## config.mk

```make
export PLATFORM = sky130hd
export DESIGN_NAME = pt_walker
export DESIGN_NICKNAME = d
export VERILOG_FILES = /design/src/rtl/pt_walker_pkg.sv /design/src/rtl/pt_walker_addr.sv /design/src/rtl/pt_walker_decode.sv /design/src/rtl/pt_walker_fsm.sv /design/src/rtl/pt_walker.sv
export SDC_FILE = /design/constraint.sdc
export NUM_CORES = 1
export LEC_CHECK = 0
export ABC_AREA = 0
export CELL_PAD_IN_SITES_DETAIL_PLACEMENT = 1
export CELL_PAD_IN_SITES_GLOBAL_PLACEMENT = 1
export CORE_MARGIN = 8
export CORE_UTILIZATION = 35
export CTS_BUF_LIST = sky130_fd_sc_hd__clkbuf_8 sky130_fd_sc_hd__clkbuf_16
export CTS_CLUSTER_SIZE = 8
export DETAILED_ROUTE_END_ITERATION = 10
export PLACE_DENSITY = 0.87
export SLEW_MARGIN = 20
export SYNTH_ARGS = -nofsm -noshare
export SYNTH_HDL_FRONTEND = slang
export SYNTH_SLANG_ARGS = --single-unit
```

## constraint.sdc

```tcl
create_clock -name clk -period 6.7 [get_ports clk]
set_clock_uncertainty 0.05 [all_clocks]
set_input_delay 2.01 -clock clk [delete_from_list [all_inputs] [get_ports clk]]
set_output_delay 2.01 -clock clk [all_outputs]
set_load 0.05 [all_outputs]
```

## src/rtl/pt_walker_pkg.sv

```systemverilog
package pt_walker_pkg;

   typedef enum logic [2:0] {
      ST_IDLE,
      ST_REQ,
      ST_WAIT,
      ST_DONE,
      ST_FAULT
   } walk_state_e;

endpackage

```

## src/rtl/pt_walker_addr.sv

```systemverilog
module pt_walker_addr #(
   parameter int PADDR_W     = 32,
   parameter int VPN_W       = 20,
   parameter int ENTRY_BYTES = 4
) (
   input  logic               clk,
   input  logic               rst_n,
   input  logic               base_wr,
   input  logic [PADDR_W-1:0] base_wdata,
   input  logic               launch,
   input  logic [VPN_W-1:0]   vpn,
   output logic [PADDR_W-1:0] walk_addr
);

   localparam int SHIFT = $clog2(ENTRY_BYTES);
   localparam logic [PADDR_W-1:0] EB = PADDR_W'(ENTRY_BYTES);

   generate
      if (VPN_W + SHIFT > PADDR_W) begin : g_bad_width
         $error("pt_walker_addr: scaled page number wider than address");
      end
   endgenerate

   logic [PADDR_W-1:0] base_q;
   logic [PADDR_W-1:0] vpn_ext;
   logic [PADDR_W-1:0] offset;

   assign vpn_ext = {{(PADDR_W-VPN_W){1'b0}}, vpn};

   generate
      if ((ENTRY_BYTES & (ENTRY_BYTES - 1)) == 0) begin : g_shift
         assign offset = vpn_ext << SHIFT;
      end else begin : g_mult
         assign offset = vpn_ext * EB;
      end
   endgenerate

   always_ff @(posedge clk) begin
      if (!rst_n) begin
         base_q    <= '0;
         walk_addr <= '0;
      end else begin
         if (base_wr)
            base_q <= base_wdata;
         if (launch)
            walk_addr <= base_q + offset;
      end
   end

   AST_ADDR_HELD: assert property (@(posedge clk) disable iff (!rst_n)
      !launch |=> $stable(walk_addr)) else $error("walk address moved");

endmodule

```

## src/rtl/pt_walker_decode.sv

```systemverilog
module pt_walker_decode #(
   parameter int PTE_W       = 32,
   parameter int PN_W        = 20,
   parameter int STAT_W      = 4,
   parameter int PRESENT_BIT = 31,
   parameter int STAT_LSB    = 27
) (
   input  logic [PTE_W-1:0]  pte,
   output logic              present,
   output logic [STAT_W-1:0] status,
   output logic [PN_W-1:0]   page_no
);

   generate
      if (PRESENT_BIT >= PTE_W || STAT_LSB + STAT_W > PRESENT_BIT || PN_W > STAT_LSB)
         begin : g_bad_layout
         $error("pt_walker_decode: entry fields overlap or exceed entry");
      end
   endgenerate

   logic unused_pte;

   assign present    = pte[PRESENT_BIT];
   assign status     = pte[STAT_LSB +: STAT_W];
   assign page_no    = pte[PN_W-1:0];
   assign unused_pte = ^pte;

endmodule

```

## src/rtl/pt_walker_fsm.sv

```systemverilog
module pt_walker_fsm
   import pt_walker_pkg::*;
(
   input  logic clk,
   input  logic rst_n,
   input  logic miss_valid,
   input  logic req_ready,
   input  logic rsp_valid,
   input  logic rsp_present,
   output logic launch,
   output logic capture,
   output logic busy,
   output logic req_valid,
   output logic refill_fire,
   output logic fault_fire
);

   walk_state_e state_q, state_d;

   always_comb begin
      state_d = state_q;
      case (state_q)
         ST_IDLE:  if (miss_valid) state_d = ST_REQ;
         ST_REQ:   if (req_ready)  state_d = ST_WAIT;
         ST_WAIT:  if (rsp_valid)  state_d = rsp_present ? ST_DONE : ST_FAULT;
         ST_DONE:  state_d = ST_IDLE;
         ST_FAULT: state_d = ST_IDLE;
         default:  state_d = ST_IDLE;
      endcase
   end

   always_ff @(posedge clk) begin
      if (!rst_n) state_q <= ST_IDLE;
      else        state_q <= state_d;
   end

   assign launch      = (state_q == ST_IDLE) && miss_valid;
   assign capture     = (state_q == ST_WAIT) && rsp_valid;
   assign busy        = (state_q != ST_IDLE);
   assign req_valid   = (state_q == ST_REQ);
   assign refill_fire = (state_q == ST_DONE);
   assign fault_fire  = (state_q == ST_FAULT);

   AST_ONE_OUTCOME: assert property (@(posedge clk) disable iff (!rst_n)
      !(refill_fire && fault_fire)) else $error("refill and fault together");
   AST_REFILL_PULSE: assert property (@(posedge clk) disable iff (!rst_n)
      refill_fire |=> !refill_fire && !busy) else $error("refill not one cycle");
   AST_FAULT_PULSE: assert property (@(posedge clk) disable iff (!rst_n)
      fault_fire |=> !fault_fire && !busy) else $error("fault not one cycle");
   AST_LAUNCH_BUSY: assert property (@(posedge clk) disable iff (!rst_n)
      launch |=> busy && req_valid) else $error("launch did not start walk");

endmodule

```

## src/rtl/pt_walker.sv

```systemverilog
module pt_walker #(
   parameter int PADDR_W     = 32,
   parameter int VPN_W       = 20,
   parameter int PTE_W       = 32,
   parameter int PN_W        = 20,
   parameter int STAT_W      = 4,
   parameter int PRESENT_BIT = 31,
   parameter int STAT_LSB    = 27
) (
   input  logic               clk,
   input  logic               rst_n,
   input  logic               base_wr,
   input  logic [PADDR_W-1:0] base_wdata,
   input  logic               miss_valid,
   input  logic [VPN_W-1:0]   miss_vpn,
   output logic               busy,
   output logic               mem_req_valid,
   output logic [PADDR_W-1:0] mem_req_addr,
   input  logic               mem_req_ready,
   input  logic               mem_rsp_valid,
   input  logic [PTE_W-1:0]   mem_rsp_data,
   output logic               refill_valid,
   output logic [VPN_W-1:0]   refill_vpn,
   output logic [PN_W-1:0]    refill_ppn,
   output logic [STAT_W-1:0]  refill_status,
   output logic               fault_valid,
   output logic [VPN_W-1:0]   fault_vpn,
   output logic [PN_W-1:0]    fault_dpn
);

   localparam int ENTRY_BYTES = PTE_W / 8;

   generate
      if (PTE_W % 8 != 0) begin : g_bad_entry
         $error("pt_walker: entry width must be whole bytes");
      end
   endgenerate

   logic              launch, capture;
   logic              rsp_present;
   logic [STAT_W-1:0] rsp_status;
   logic [PN_W-1:0]   rsp_pn;
   logic [VPN_W-1:0]  vpn_q;
   logic [STAT_W-1:0] stat_q;
   logic [PN_W-1:0]   pn_q;

   pt_walker_fsm u_fsm (
      .clk         (clk),
      .rst_n       (rst_n),
      .miss_valid  (miss_valid),
      .req_ready   (mem_req_ready),
      .rsp_valid   (mem_rsp_valid),
      .rsp_present (rsp_present),
      .launch      (launch),
      .capture     (capture),
      .busy        (busy),
      .req_valid   (mem_req_valid),
      .refill_fire (refill_valid),
      .fault_fire  (fault_valid)
   );

   pt_walker_addr #(
      .PADDR_W     (PADDR_W),
      .VPN_W       (VPN_W),
      .ENTRY_BYTES (ENTRY_BYTES)
   ) u_addr (
      .clk        (clk),
      .rst_n      (rst_n),
      .base_wr    (base_wr),
      .base_wdata (base_wdata),
      .launch     (launch),
      .vpn        (miss_vpn),
      .walk_addr  (mem_req_addr)
   );

   pt_walker_decode #(
      .PTE_W       (PTE_W),
      .PN_W        (PN_W),
      .STAT_W      (STAT_W),
      .PRESENT_BIT (PRESENT_BIT),
      .STAT_LSB    (STAT_LSB)
   ) u_decode (
      .pte     (mem_rsp_data),
      .present (rsp_present),
      .status  (rsp_status),
      .page_no (rsp_pn)
   );

   always_ff @(posedge clk) begin
      if (!rst_n) begin
         vpn_q  <= '0;
         stat_q <= '0;
         pn_q   <= '0;
      end else begin
         if (launch)
            vpn_q <= miss_vpn;
         if (capture) begin
            stat_q <= rsp_status;
            pn_q   <= rsp_pn;
         end
      end
   end

   assign refill_vpn    = vpn_q;
   assign refill_ppn    = pn_q;
   assign refill_status = stat_q;
   assign fault_vpn     = vpn_q;
   assign fault_dpn     = pn_q;

   AST_REQ_HOLD: assert property (@(posedge clk) disable iff (!rst_n)
      mem_req_valid && !mem_req_ready |=> mem_req_valid && $stable(mem_req_addr))
      else $error("request dropped or changed");
   AST_REQ_BUSY: assert property (@(posedge clk) disable iff (!rst_n)
      mem_req_valid |-> busy) else $error("request outside walk");
   AST_NO_RELAUNCH: assert property (@(posedge clk) disable iff (!rst_n)
      busy |=> $stable(vpn_q)) else $error("miss taken while busy");
   AST_SINGLE_REQ: assert property (@(posedge clk) disable iff (!rst_n)
      mem_req_valid && mem_req_ready |=> !mem_req_valid) else $error("second request");
   AST_RESULT_AFTER_RSP: assert property (@(posedge clk) disable iff (!rst_n)
      $rose(refill_valid) || $rose(fault_valid) |-> $past(mem_rsp_valid))
      else $error("result without response");

endmodule

```

==> results.md, run 1 <==
* Outcome: finished, final reports clean
* Critical path peak fanout at 3
* HP Class: reg2reg
* Post-CTS sizing at 0
* Commonest non-fill, non-tap cells in the layout: clkdlybuf4s50_1 (200), nand2_1 (122), dfxtp_1 (111), a21boi_0 (52), nor2b_1 (36)
* Post-synthesis async set-or-reset flop share at 0%
* Mapped Cells at 683
* Critical path cell sequence: clkdlybuf4s50_1, ha_1, inv_1, fa_1, nor2b_1, o2111ai_1, a311oi_1, or2_1, nand3_1, a211oi_1, o21a_1
* Worst-path clk slew at 0.07 ns
* Number of routed nets with antenna violations at 0
* Startpoint class of the critical path: primary input
* Area Overhead vs Synth at 36.3%
* CP max-delay cell: a311oi_1
* Die area at 0.0210 mm²
* Post-route setup TNS at 0 ns
* Clk root buf: clkbuf_16
* Fillers at 1918
* Depth of the CTS H-tree at 3
* Initial core utilization at 35.5%
* Max-Cap Viols at 0
* Pwr dens at 219 mW/mm²
* DRC at 0
* Top delay family on crit path: compound AO/OA/AOI/OAI gates
* Crit. End Element: flop
* Syn. warnings at 0
* Detail Placement HPWL at 13.9 mm
* Synthesized netlist net count at 794
* Peak VDD IR at 0.000116 V
* Worst Path Arrival at 4.83 ns
* Initial drt markers at 160
* Post-route setup slack at 2.11 ns
* Initial antenna violation count at 1
* P_leak at 3.02 nW
* First-pass GRT wire length at 29.5 mm
* Critical path class: in2reg
* Max Slew Vio Count at 0
* DIE WIDTH at 145 µm
* Die Y-Extent at 145 µm
* WL per Instance at 17.6 µm
* Worst path required time at 6.94 ns
* Slew HR at 30.9%
* Port bufs at 202
* Worst-margin pin slew at 1.04 ns
* Total GRT Usage at 17.0%
* Largest net degree at the start of global routing at 116
* FMAX at 218 MHz
* Fin. Hold Viols at 0
* Tmin final at 4.59 ns
* Most common cell after layout, fill and taps aside: clkdlybuf4s50_1
* Post-synthesis sequential area ratio at 38.1%
* CP Buf/Inv Count at 2
* Setup violators final at 0
* Share of layout cells above drive strength 1 at 4.85%
* Vias in the first global route at 5467
* Num Clock Sinks at 111
* Synth Flop Type: dfxtp_1
* Post-CTS Setup Inserts at 0
* Via density at 5.00
* CTS max path bufs at 2
* Number of distinct library cells after synthesis at 58
* Core area at 0.0164 mm²
* Synth Register Bits at 111
* Post-Route WL at 18.4 mm
* Crit share post-route at 68.4%
* CTS tree: done
* Dpl ws at 1.82 ns
* First-pass detailed-route iteration total at 4
* Hold slack at 0.417 ns
* TritonCTS Buffers at 9
* Syn avg cell area at 8.54 µm²
* Post-synth EDFFs at 0
* Cell row count at 47
* Slowest cell delay on critical path at 0.51 ns
* RSZ-0062 raised after global routing: no
* Synth Cell Area at 0.00583 mm²
* Routability congestion estimate at 0.816
* Footprint of the multi-input gates at 0.00310 mm²
* IO Pins at 210
* Total gr overflow at 0
* Register area at 0.00222 mm²
* Vias at 5226
* CTS hold repair buffers at 0
* Worst-skew pair later-pin latency at 0.34 ns
* Nets at 930
## logic make-up after synthesis
logic type,synth area share [%]
AOI/OAI and AO/OA,19.8
xor gates and xnor gates,2.25
adders and majority gates,4.64
buffers and inverters,8.71
DFF,38.1
muxes,5.49
and+or+nand+nor,20.9
## per-layer routing
| metal | part of all wire [%] | track usage (%) |
|---|---|---|
| met1 | 45 | 19.6 |
| met2 | 49 | 30.1 |
| met3 | 4.8 | 4.17 |
| met4 | 2.0 | 5.83 |
| met5 | 0 | 0 |
## path summary, 6_finish.rpt
kind	depth (start not counted)	start	slack (ns)	to
setup reg to reg	10	u_addr.base_q[2]	3.92	u_addr.walk_addr[20]
hold reg to reg	2	u_addr.walk_addr[22]	0.42	u_addr.walk_addr[22]
setup / recovery	11	miss_vpn[0]	2.11	u_addr.walk_addr[20]
hold / removal	2	u_addr.walk_addr[22]	0.42	u_addr.walk_addr[22]
## synth_stat cells, drive strengths merged, types with 5 or more instances
master | instances | area [µm²]
nor2 | 11 | 41.3
a21oi | 16 | 80.1
a21o | 9 | 70.1
inv | 13 | 48.8
nor3 | 8 | 40.0
and3 | 12 | 86.3
xor2 | 8 | 70.1
buf | 50 | 350
nand2 | 123 | 462
xnor2 | 7 | 61.3
nor3b | 5 | 37.5
ha | 20 | 250
a31oi | 11 | 75.1
nor2b | 36 | 225
mux2i | 32 | 320
a21boi | 53 | 398
and2 | 17 | 111
nand3 | 18 | 90.1
clkbuf | 29 | 109
o21ai | 37 | 196
dfxtp | 111 | 2220
a211oi | 6 | 50.1
## worst min-delay path: stages (launching register included)
cell     delay [ns]
dfxtp_1        0.32
nand3_1        0.06
o21ai_1        0.05
## state kept, by name, summed over array words and instances (netlist names)
signal and cells:
u_addr.walk_addr 32, u_addr.base_q 32, fault_dpn 20, u_fsm.state_q 3
fault_vpn 20, refill_status 4
## through the flow
step	total power, W	instances	utilization, %	instance area [µm²]
6_report	0.00174	1045	48.4	7950
5_1_grt	0.00183	1045	48.4	7950
4_1_cts	0.00177	1044	48.4	7950
3_5_place_dp	0.00126	1028	46.8	7680
3_3_place_gp	0.00125	1028	46.8	7680
2_1_floorplan	0.00108	683	-	5830
## final cells by class
type / instances / area share (%)
tap: 220 / 3.46
multi-input combinational: 480 / 39.1
antenna: 1 / 0.0315
clock buffer: 9 / 2.83
sequential: 111 / 28.0
timing repair buffer: 204 / 25.5
inverter: 13 / 0.614
clock inverter: 7 / 0.504
## report_power, final
part	switching (W)	total, W	internal (W)	leakage, nW
Combinational	0.000316	0.000514	0.000197	1.97
Sequential	0.0000289	0.000731	0.000702	0.910
Clock	0.000248	0.000498	0.000250	0.142
Power figures use the tool's default switching activity.
==> run 2, diff against run 1 <==
CORE_UTILIZATION = 30   (was 35)
PLACE_DENSITY = 0.79   (was 0.87)
clock period = 4.2 ns   (was 6.7 ns; I/O delays follow)
==> run 2 against run 1 <==
Net effect: sequential share of layout area fell by 0.51 points; first-iteration DRC count grew 25%; setup slack lost 1.6 ns; sequential power increased by 60%.
==> results.md, run 2 (synthesized netlist as in run 1, its figures left out) <==
* Outcome: finished, final reports clean (unchanged)
* Post-CTS Setup Inserts at 0 (unchanged)
* Clk root buf: clkbuf_16 (unchanged)
* Fin. Hold Viols at 0 (unchanged)
* Initial core utilization at 30.3% (was 35.5%)
* Largest regs: u_addr.base_q: 32 flops, u_addr.walk_addr: 32 flops (unchanged)
* Startpoint class of the critical path: primary input (unchanged)
* Routability congestion estimate at 0.801 (was 0.816)
* CP Buf/Inv Count at 2 (unchanged)
* Num Clock Sinks at 111 (unchanged)
* Die area at 0.0242 mm² (was 0.0210 mm²)
* Critical path peak fanout at 3 (unchanged)
* HP Class: reg2reg (unchanged)
* Initial antenna violation count at 0 (was 1)
* Post-Route WL at 18.8 mm (was 18.4 mm)
* Total gr overflow at 0 (unchanged)
* Footprint of the multi-input gates at 0.00310 mm² (unchanged)
* Hold path depth at 2 (unchanged)
* Crit share post-route at 87.9%
* Worst-path clk slew at 0.08 ns (was 0.07 ns)
* Initial drt markers at 200 (was 160)
* CTS hold repair buffers at 0 (unchanged)
* Crit. End Element: flop (unchanged)
* Worst-margin pin slew at 1.07 ns (was 1.04 ns)
* Tmin final at 3.69 ns
* Max Slew Vio Count at 0 (unchanged)
* Register-to-register setup slack at 1.56 ns (was 3.92 ns)
* FMAX at 271 MHz
* Most common cell after layout, fill and taps aside: clkdlybuf4s50_1 (unchanged)
* Register area at 0.00222 mm² (unchanged)
* Setup violators final at 0 (unchanged)
* WP depth at 11 (unchanged)
* Largest net degree at the start of global routing at 50 (was 116)
* Total GRT Usage at 15.1% (was 17.0%)
* Worst Reg-to-Reg Cells at 10 (unchanged)
* TritonCTS Buffers at 9 (unchanged)
* Commonest non-fill, non-tap cells in the layout: clkdlybuf4s50_1 (200), nand2_1 (122), dfxtp_1 (111), a21boi_0 (52), nor2b_1 (36) (unchanged)
* DRC at 0 (unchanged)
* CTS tree: done (unchanged)
* Hold path endpoint: refill_status[2] (was u_addr.walk_addr[22])
* Worst Path Arrival at 3.90 ns (was 4.83 ns)
* IO Pins at 210 (unchanged)
* Cell row count at 51 (was 47)
* Pwr dens at 358 mW/mm² (was 219 mW/mm²)
* Top delay family on crit path: compound AO/OA/AOI/OAI gates (unchanged)
* Worst hold start: refill_status[2] (was u_addr.walk_addr[22])
* CTS max path bufs at 2 (unchanged)
* Core Util, Final at 42.0% (was 48.4%)
* Area Overhead vs Synth at 38.8% (was 36.3%)
* Fillers at 2242 (was 1918)
* Critical path class: in2reg (unchanged)
* Worst r2r src: u_addr.base_q[2] (unchanged)
* Number of routed nets with antenna violations at 0 (unchanged)
* ANT cells at 0 (was 1)
* Slowest cell delay on critical path at 0.48 ns (was 0.51 ns)
* Detail Placement HPWL at 14.4 mm (was 13.9 mm)
* Worst-skew pair later-pin latency at 0.36 ns (was 0.34 ns)
* Depth of the CTS H-tree at 3 (unchanged)
* Hold slack at 0.414 ns (was 0.417 ns)
* First-pass GRT wire length at 29.3 mm (was 29.5 mm)
* Slew HR at 28.6% (was 30.9%)
* Critical R2R Capture: u_addr.walk_addr[20] (unchanged)
* CP max-delay cell: clkdlybuf4s50_1 (was a311oi_1)
* First-pass detailed-route iteration total at 4 (unchanged)
* Worst path required time at 4.41 ns (was 6.94 ns)
* Share of layout cells above drive strength 1 at 5.90% (was 4.85%)
* Max-Cap Viols at 0 (unchanged)
* Peak VDD IR at 0.000193 V (was 0.000116 V)
* Critical path cell sequence: clkdlybuf4s50_1, ha_1, inv_1, fa_1, nor2b_1, o2111ai_1, a311oi_1, or2_1, a41o_1, a211oi_1, o21a_1 (was clkdlybuf4s50_1, ha_1, inv_1, fa_1, nor2b_1, o2111ai_1, a311oi_1, or2_1, nand3_1, a211oi_1, o21a_1)
* DIE WIDTH at 155 µm (was 145 µm)
* P_leak at 3.06 nW (was 3.02 nW)
* Vias in the first global route at 5535 (was 5467)
* RSZ-0062 raised after global routing: no (unchanged)
* Post-route setup TNS at 0 ns (unchanged)
* Nets at 937 (was 930)
* Vias at 5179 (was 5226)
* Die Y-Extent at 155 µm (was 145 µm)
* Via density at 4.73 (was 5.00)
* Post-CTS sizing at 0 (unchanged)
* WL per Instance at 17.1 µm (was 17.6 µm)
* Port bufs at 202 (unchanged)
* Core area at 0.0193 mm² (was 0.0164 mm²)
run 2: cell types whose count changed in the layout (fill, tap and decap cells not counted):
cell and delta:
buf_4 +7, clkinvlp_4 +2, bufinv_16 +1, clkinv_2 -2, clkbuf_8 +1, diode_2 -1
inv_1 -2
run 2: report_power, final:
group	leakage [nW]	internal [W]	switching, W
Combinational	2.00	0.000321	0.000507
Sequential	0.910	0.00112	0.0000469
Clock	0.145	0.000482	0.000423
run 2: through the flow:
| step | worst slack [ns] | instances | total power, W | cell area (µm²) |
|---|---|---|---|---|
| 2_1_floorplan | 1.04 | 683 | 0.00173 | 5830 |
| 3_3_place_gp | 0.147 | 1080 | 0.00201 | 7790 |
| 3_5_place_dp | 0.138 | 1080 | 0.00203 | 7790 |
| 4_1_cts | 0.506 | 1096 | 0.00294 | 8100 |
| 5_1_grt | 0.363 | 1096 | 0.00304 | 8100 |
| 6_report | 0.508 | 1096 | 0.00290 | 8100 |
run 2: worst max path at each step:
| stage | slack (ns) | endpoint | start |
|---|---|---|---|
| 3_3_place_gp | 0.15 | u_addr.walk_addr[20] | miss_vpn[0] |
| 3_5_place_dp | 0.14 | u_addr.walk_addr[20] | miss_vpn[0] |
| 2_1_floorplan | 1.04 | u_addr.walk_addr[20] | miss_vpn[0] |
| 5_1_grt | 0.36 | u_addr.walk_addr[20] | miss_vpn[0] |
| 6_report | 0.51 | u_addr.walk_addr[20] | miss_vpn[0] |
| 4_1_cts | 0.51 | u_addr.walk_addr[20] | miss_vpn[0] |
run 2: final cells by class:
type	instances	area share [%]
Inverter	13	0.603
Multi-Input combinational cell	480	38.3
Clock inverter	6	0.835
Clock buffer	10	2.95
Sequential cell	111	27.4
Tap cell	265	4.10
Timing Repair Buffer	211	25.7
run 2: worst min-delay path, cell delays in order, from the launching register on:
cell      delay, ns
dfxtp_1        0.31
nand2_1        0.05
a21boi_0       0.06
run 2: per-layer routing:
layer | vias to the layer above | wire length (µm) | track usage (%)
li1 | 2600 | - | -
met1 | 2428 | 8410 | 17.7
met2 | 136 | 9190 | 27.2
met3 | 15 | 932 | 3.11
met4 | 0 | 249 | 4.53
met5 | - | 0 | 0
==> run 3, diff against run 2 <==
CELL_PAD_IN_SITES_DETAIL_PLACEMENT = default   (was 1)
CELL_PAD_IN_SITES_GLOBAL_PLACEMENT = default   (was 1)
CORE_UTILIZATION = 41   (was 30)
GPL_ROUTABILITY_DRIVEN = 1   (was default)
PLACE_DENSITY = 0.78   (was 0.79)
==> run 3 against run 2 <==
Net effect: first-iteration DRC count is 48% higher; largest cell class unchanged; critical endpoint unchanged; via count is 0.91% lower; utilization is 15 points higher; setup slack better by 0.0095 ns; sequential power hardly changed; worst hold slack worse by 0.0024 ns; sequential cell count stayed put; die area is 24% lower; count of clock-buffer cells in the layout stayed put; clock power is 14% lower; sequential share of layout area is 0.58 points higher; total power is 5.1% lower.
==> results.md, run 3 (synthesized netlist as in run 1, its figures left out) <==
* Outcome: finished, final reports clean (unchanged)
* HP Class: reg2reg (unchanged)
* Largest net degree at the start of global routing at 44 (was 50)
* Max Slew Vio Count at 0 (unchanged)
* Clk root buf: clkbuf_16 (unchanged)
* Critical path cell sequence: clkdlybuf4s50_1, ha_1, inv_1, fa_1, nor2b_1, o2111ai_1, a311oi_1, buf_4, or2_1, nand3_1, a211oi_1, o21a_1 (was clkdlybuf4s50_1, ha_1, inv_1, fa_1, nor2b_1, o2111ai_1, a311oi_1, or2_1, a41o_1, a211oi_1, o21a_1)
* Total gr overflow at 0 (unchanged)
* Number of routed nets with antenna violations at 0 (unchanged)
* IO Pins at 210 (unchanged)
* WL per Instance at 16.1 µm (was 17.1 µm)
* Max-Cap Viols at 0 (unchanged)
* Fillers at 1274 (was 2242)
* CTS tree: done (unchanged)
* Post-CTS sizing at 0 (unchanged)
* CTS hold repair buffers at 0 (unchanged)
* ANT cells at 0 (unchanged)
* Top delay family on crit path: compound AO/OA/AOI/OAI gates (unchanged)
* Critical R2R Capture: u_addr.walk_addr[20] (unchanged)
* First-pass GRT wire length at 25.5 mm (was 29.3 mm)
* Crit. End Element: flop (unchanged)
* Vias in the first global route at 4915 (was 5535)
* Slew HR at 29.0% (was 28.6%)
* Register-to-register setup slack at 1.58 ns (was 1.56 ns)
* Setup violators final at 0 (unchanged)
* TritonCTS Buffers at 9 (unchanged)
* Core Util, Final at 57.1% (was 42.0%)
* Port bufs at 202 (unchanged)
* Vias at 5132 (was 5179)
* Area Overhead vs Synth at 35.9% (was 38.8%)
* Share of layout cells above drive strength 1 at 5.07% (was 5.90%)
* Nets at 935 (was 937)
* CP max-delay cell: clkdlybuf4s50_1 (unchanged)
* Post-Route WL at 16.3 mm (was 18.8 mm)
* CTS max path bufs at 2 (unchanged)
* CP Buf/Inv Count at 3 (was 2)
* Cell row count at 43 (was 51)
* Detail Placement HPWL at 12.3 mm (was 14.4 mm)
* Most common cell after layout, fill and taps aside: clkdlybuf4s50_1 (unchanged)
* Die Y-Extent at 135 µm (was 155 µm)
* Commonest non-fill, non-tap cells in the layout: clkdlybuf4s50_1 (200), nand2_1 (122), dfxtp_1 (111), a21boi_0 (52), nor2b_1 (36) (unchanged)
* FMAX at 272 MHz (was 271 MHz)
* Post-route setup slack at 0.518 ns (was 0.508 ns)
* Slowest cell delay on critical path at 0.48 ns (about the same)
* Via density at 5.09 (was 4.73)
* RSZ-0062 raised after global routing: no (unchanged)
* Hold path endpoint: u_addr.walk_addr[13] (was refill_status[2])
* DRC at 0 (unchanged)
* Num Clock Sinks at 111 (unchanged)
* Worst-margin pin slew at 1.07 ns (about the same)
* Total power at 0.00275 W (was 0.00290 W)
* Die area at 0.0183 mm² (was 0.0242 mm²)
* Worst hold start: u_addr.walk_addr[13] (was refill_status[2])
* P_leak at 3.04 nW (was 3.06 nW)
* Worst-skew pair later-pin latency at 0.35 ns (was 0.36 ns)
* Post-CTS Setup Inserts at 0 (unchanged)
* Initial antenna violation count at 0 (unchanged)
* Dpl ws at 0.180 ns (was 0.138 ns)
* Crit share post-route at 87.7% (was 87.9%)
* Startpoint class of the critical path: primary input (unchanged)
* Post-route setup TNS at 0 ns (unchanged)
* Core area at 0.0139 mm² (was 0.0193 mm²)
* Depth of the CTS H-tree at 3 (unchanged)
* Pwr dens at 347 mW/mm² (was 358 mW/mm²)
* Hold path depth at 2 (unchanged)
* Tmin final at 3.68 ns (was 3.69 ns)
* Peak VDD IR at 0.000185 V (was 0.000193 V)
* Routability congestion estimate at 0.837 (was 0.801)
* Worst r2r src: u_addr.base_q[2] (unchanged)
* Largest regs: u_addr.base_q: 32 flops, u_addr.walk_addr: 32 flops (unchanged)
* Worst-path clk slew at 0.07 ns (was 0.08 ns)
* Worst path required time at 4.45 ns (was 4.41 ns)
* Fin. Hold Viols at 0 (unchanged)
* Total GRT Usage at 17.5% (was 15.1%)
* Worst Reg-to-Reg Cells at 11 (was 10)
* First-pass detailed-route iteration total at 4 (unchanged)
* DIE WIDTH at 135 µm (was 155 µm)
* Initial drt markers at 295 (was 200)
* Critical path peak fanout at 3 (unchanged)
* Worst Path Arrival at 3.93 ns (was 3.90 ns)
* Critical path class: in2reg (unchanged)
* Initial core utilization at 42.0% (was 30.3%)
[run 3: cell count changes in the layout (fill, tap and decap cells not counted)]
cell | previous run | this run
inv_6 | 1 | 0
buf_4 | 10 | 8
inv_1 | 13 | 17
clkinvlp_4 | 2 | 0
bufinv_16 | 1 | 0
clkinv_4 | 1 | 0
[run 3: worst max path at each step]
stage                     start                    to  depth (start not counted)
global placement    miss_vpn[0]  u_addr.walk_addr[20]                         12
global route        miss_vpn[0]  u_addr.walk_addr[20]                         12
floorplan           miss_vpn[0]  u_addr.walk_addr[20]                         10
CTS                 miss_vpn[0]  u_addr.walk_addr[20]                         12
finish              miss_vpn[0]  u_addr.walk_addr[20]                         12
detailed placement  miss_vpn[0]  u_addr.walk_addr[20]                         12
[run 3: final cells by class]
| class | instances | area (µm²) | share of cell area [%] |
|---|---|---|---|
| tap | 180 | 225 | 2.84 |
| timing repair buffer | 209 | 2070 | 26.1 |
| sequential | 111 | 2220 | 28.0 |
| inverter | 13 | 48.8 | 0.616 |
| clock inverter | 5 | 20.0 | 0.253 |
| clock buffer | 10 | 239 | 3.01 |
| multi-input combinational | 480 | 3100 | 39.2 |
[run 3: metal layers]
| metal | share of wire (%) | GRT usage, % | routed length [µm] |
|---|---|---|---|
| met1 | 45 | 21.1 | 7350 |
| met2 | 47 | 29.4 | 7630 |
| met3 | 5.4 | 3.75 | 881 |
| met4 | 2.4 | 7.34 | 384 |
| met5 | 0 | 0 | 0 |
[run 3: worst reg2reg max path: cells and delay by family (launching register included)]
family	cells	cell delay (ns)
and+or+nand+nor	3	0.39
adders and majority gates	2	0.63
DFF	1	0.34
buffers and inverters	2	0.24
AOI/OAI and AO/OA	4	0.92
[run 3: report_power, final]
group	switching [W]	internal, W	total (W)
sequential	0.0000450	0.00112	0.00117
clock	0.000372	0.000406	0.000778
combinational	0.000492	0.000317	0.000809
[run 3: per-stage QoR]
step	hold WS (ns)	instances	cell area, µm²
floorplan	0.390	683	5830
global placement	0.401	993	7670
detailed placement	0.405	993	7670
CTS	0.415	1008	7930
global route	0.436	1008	7930
finish	0.412	1008	7930
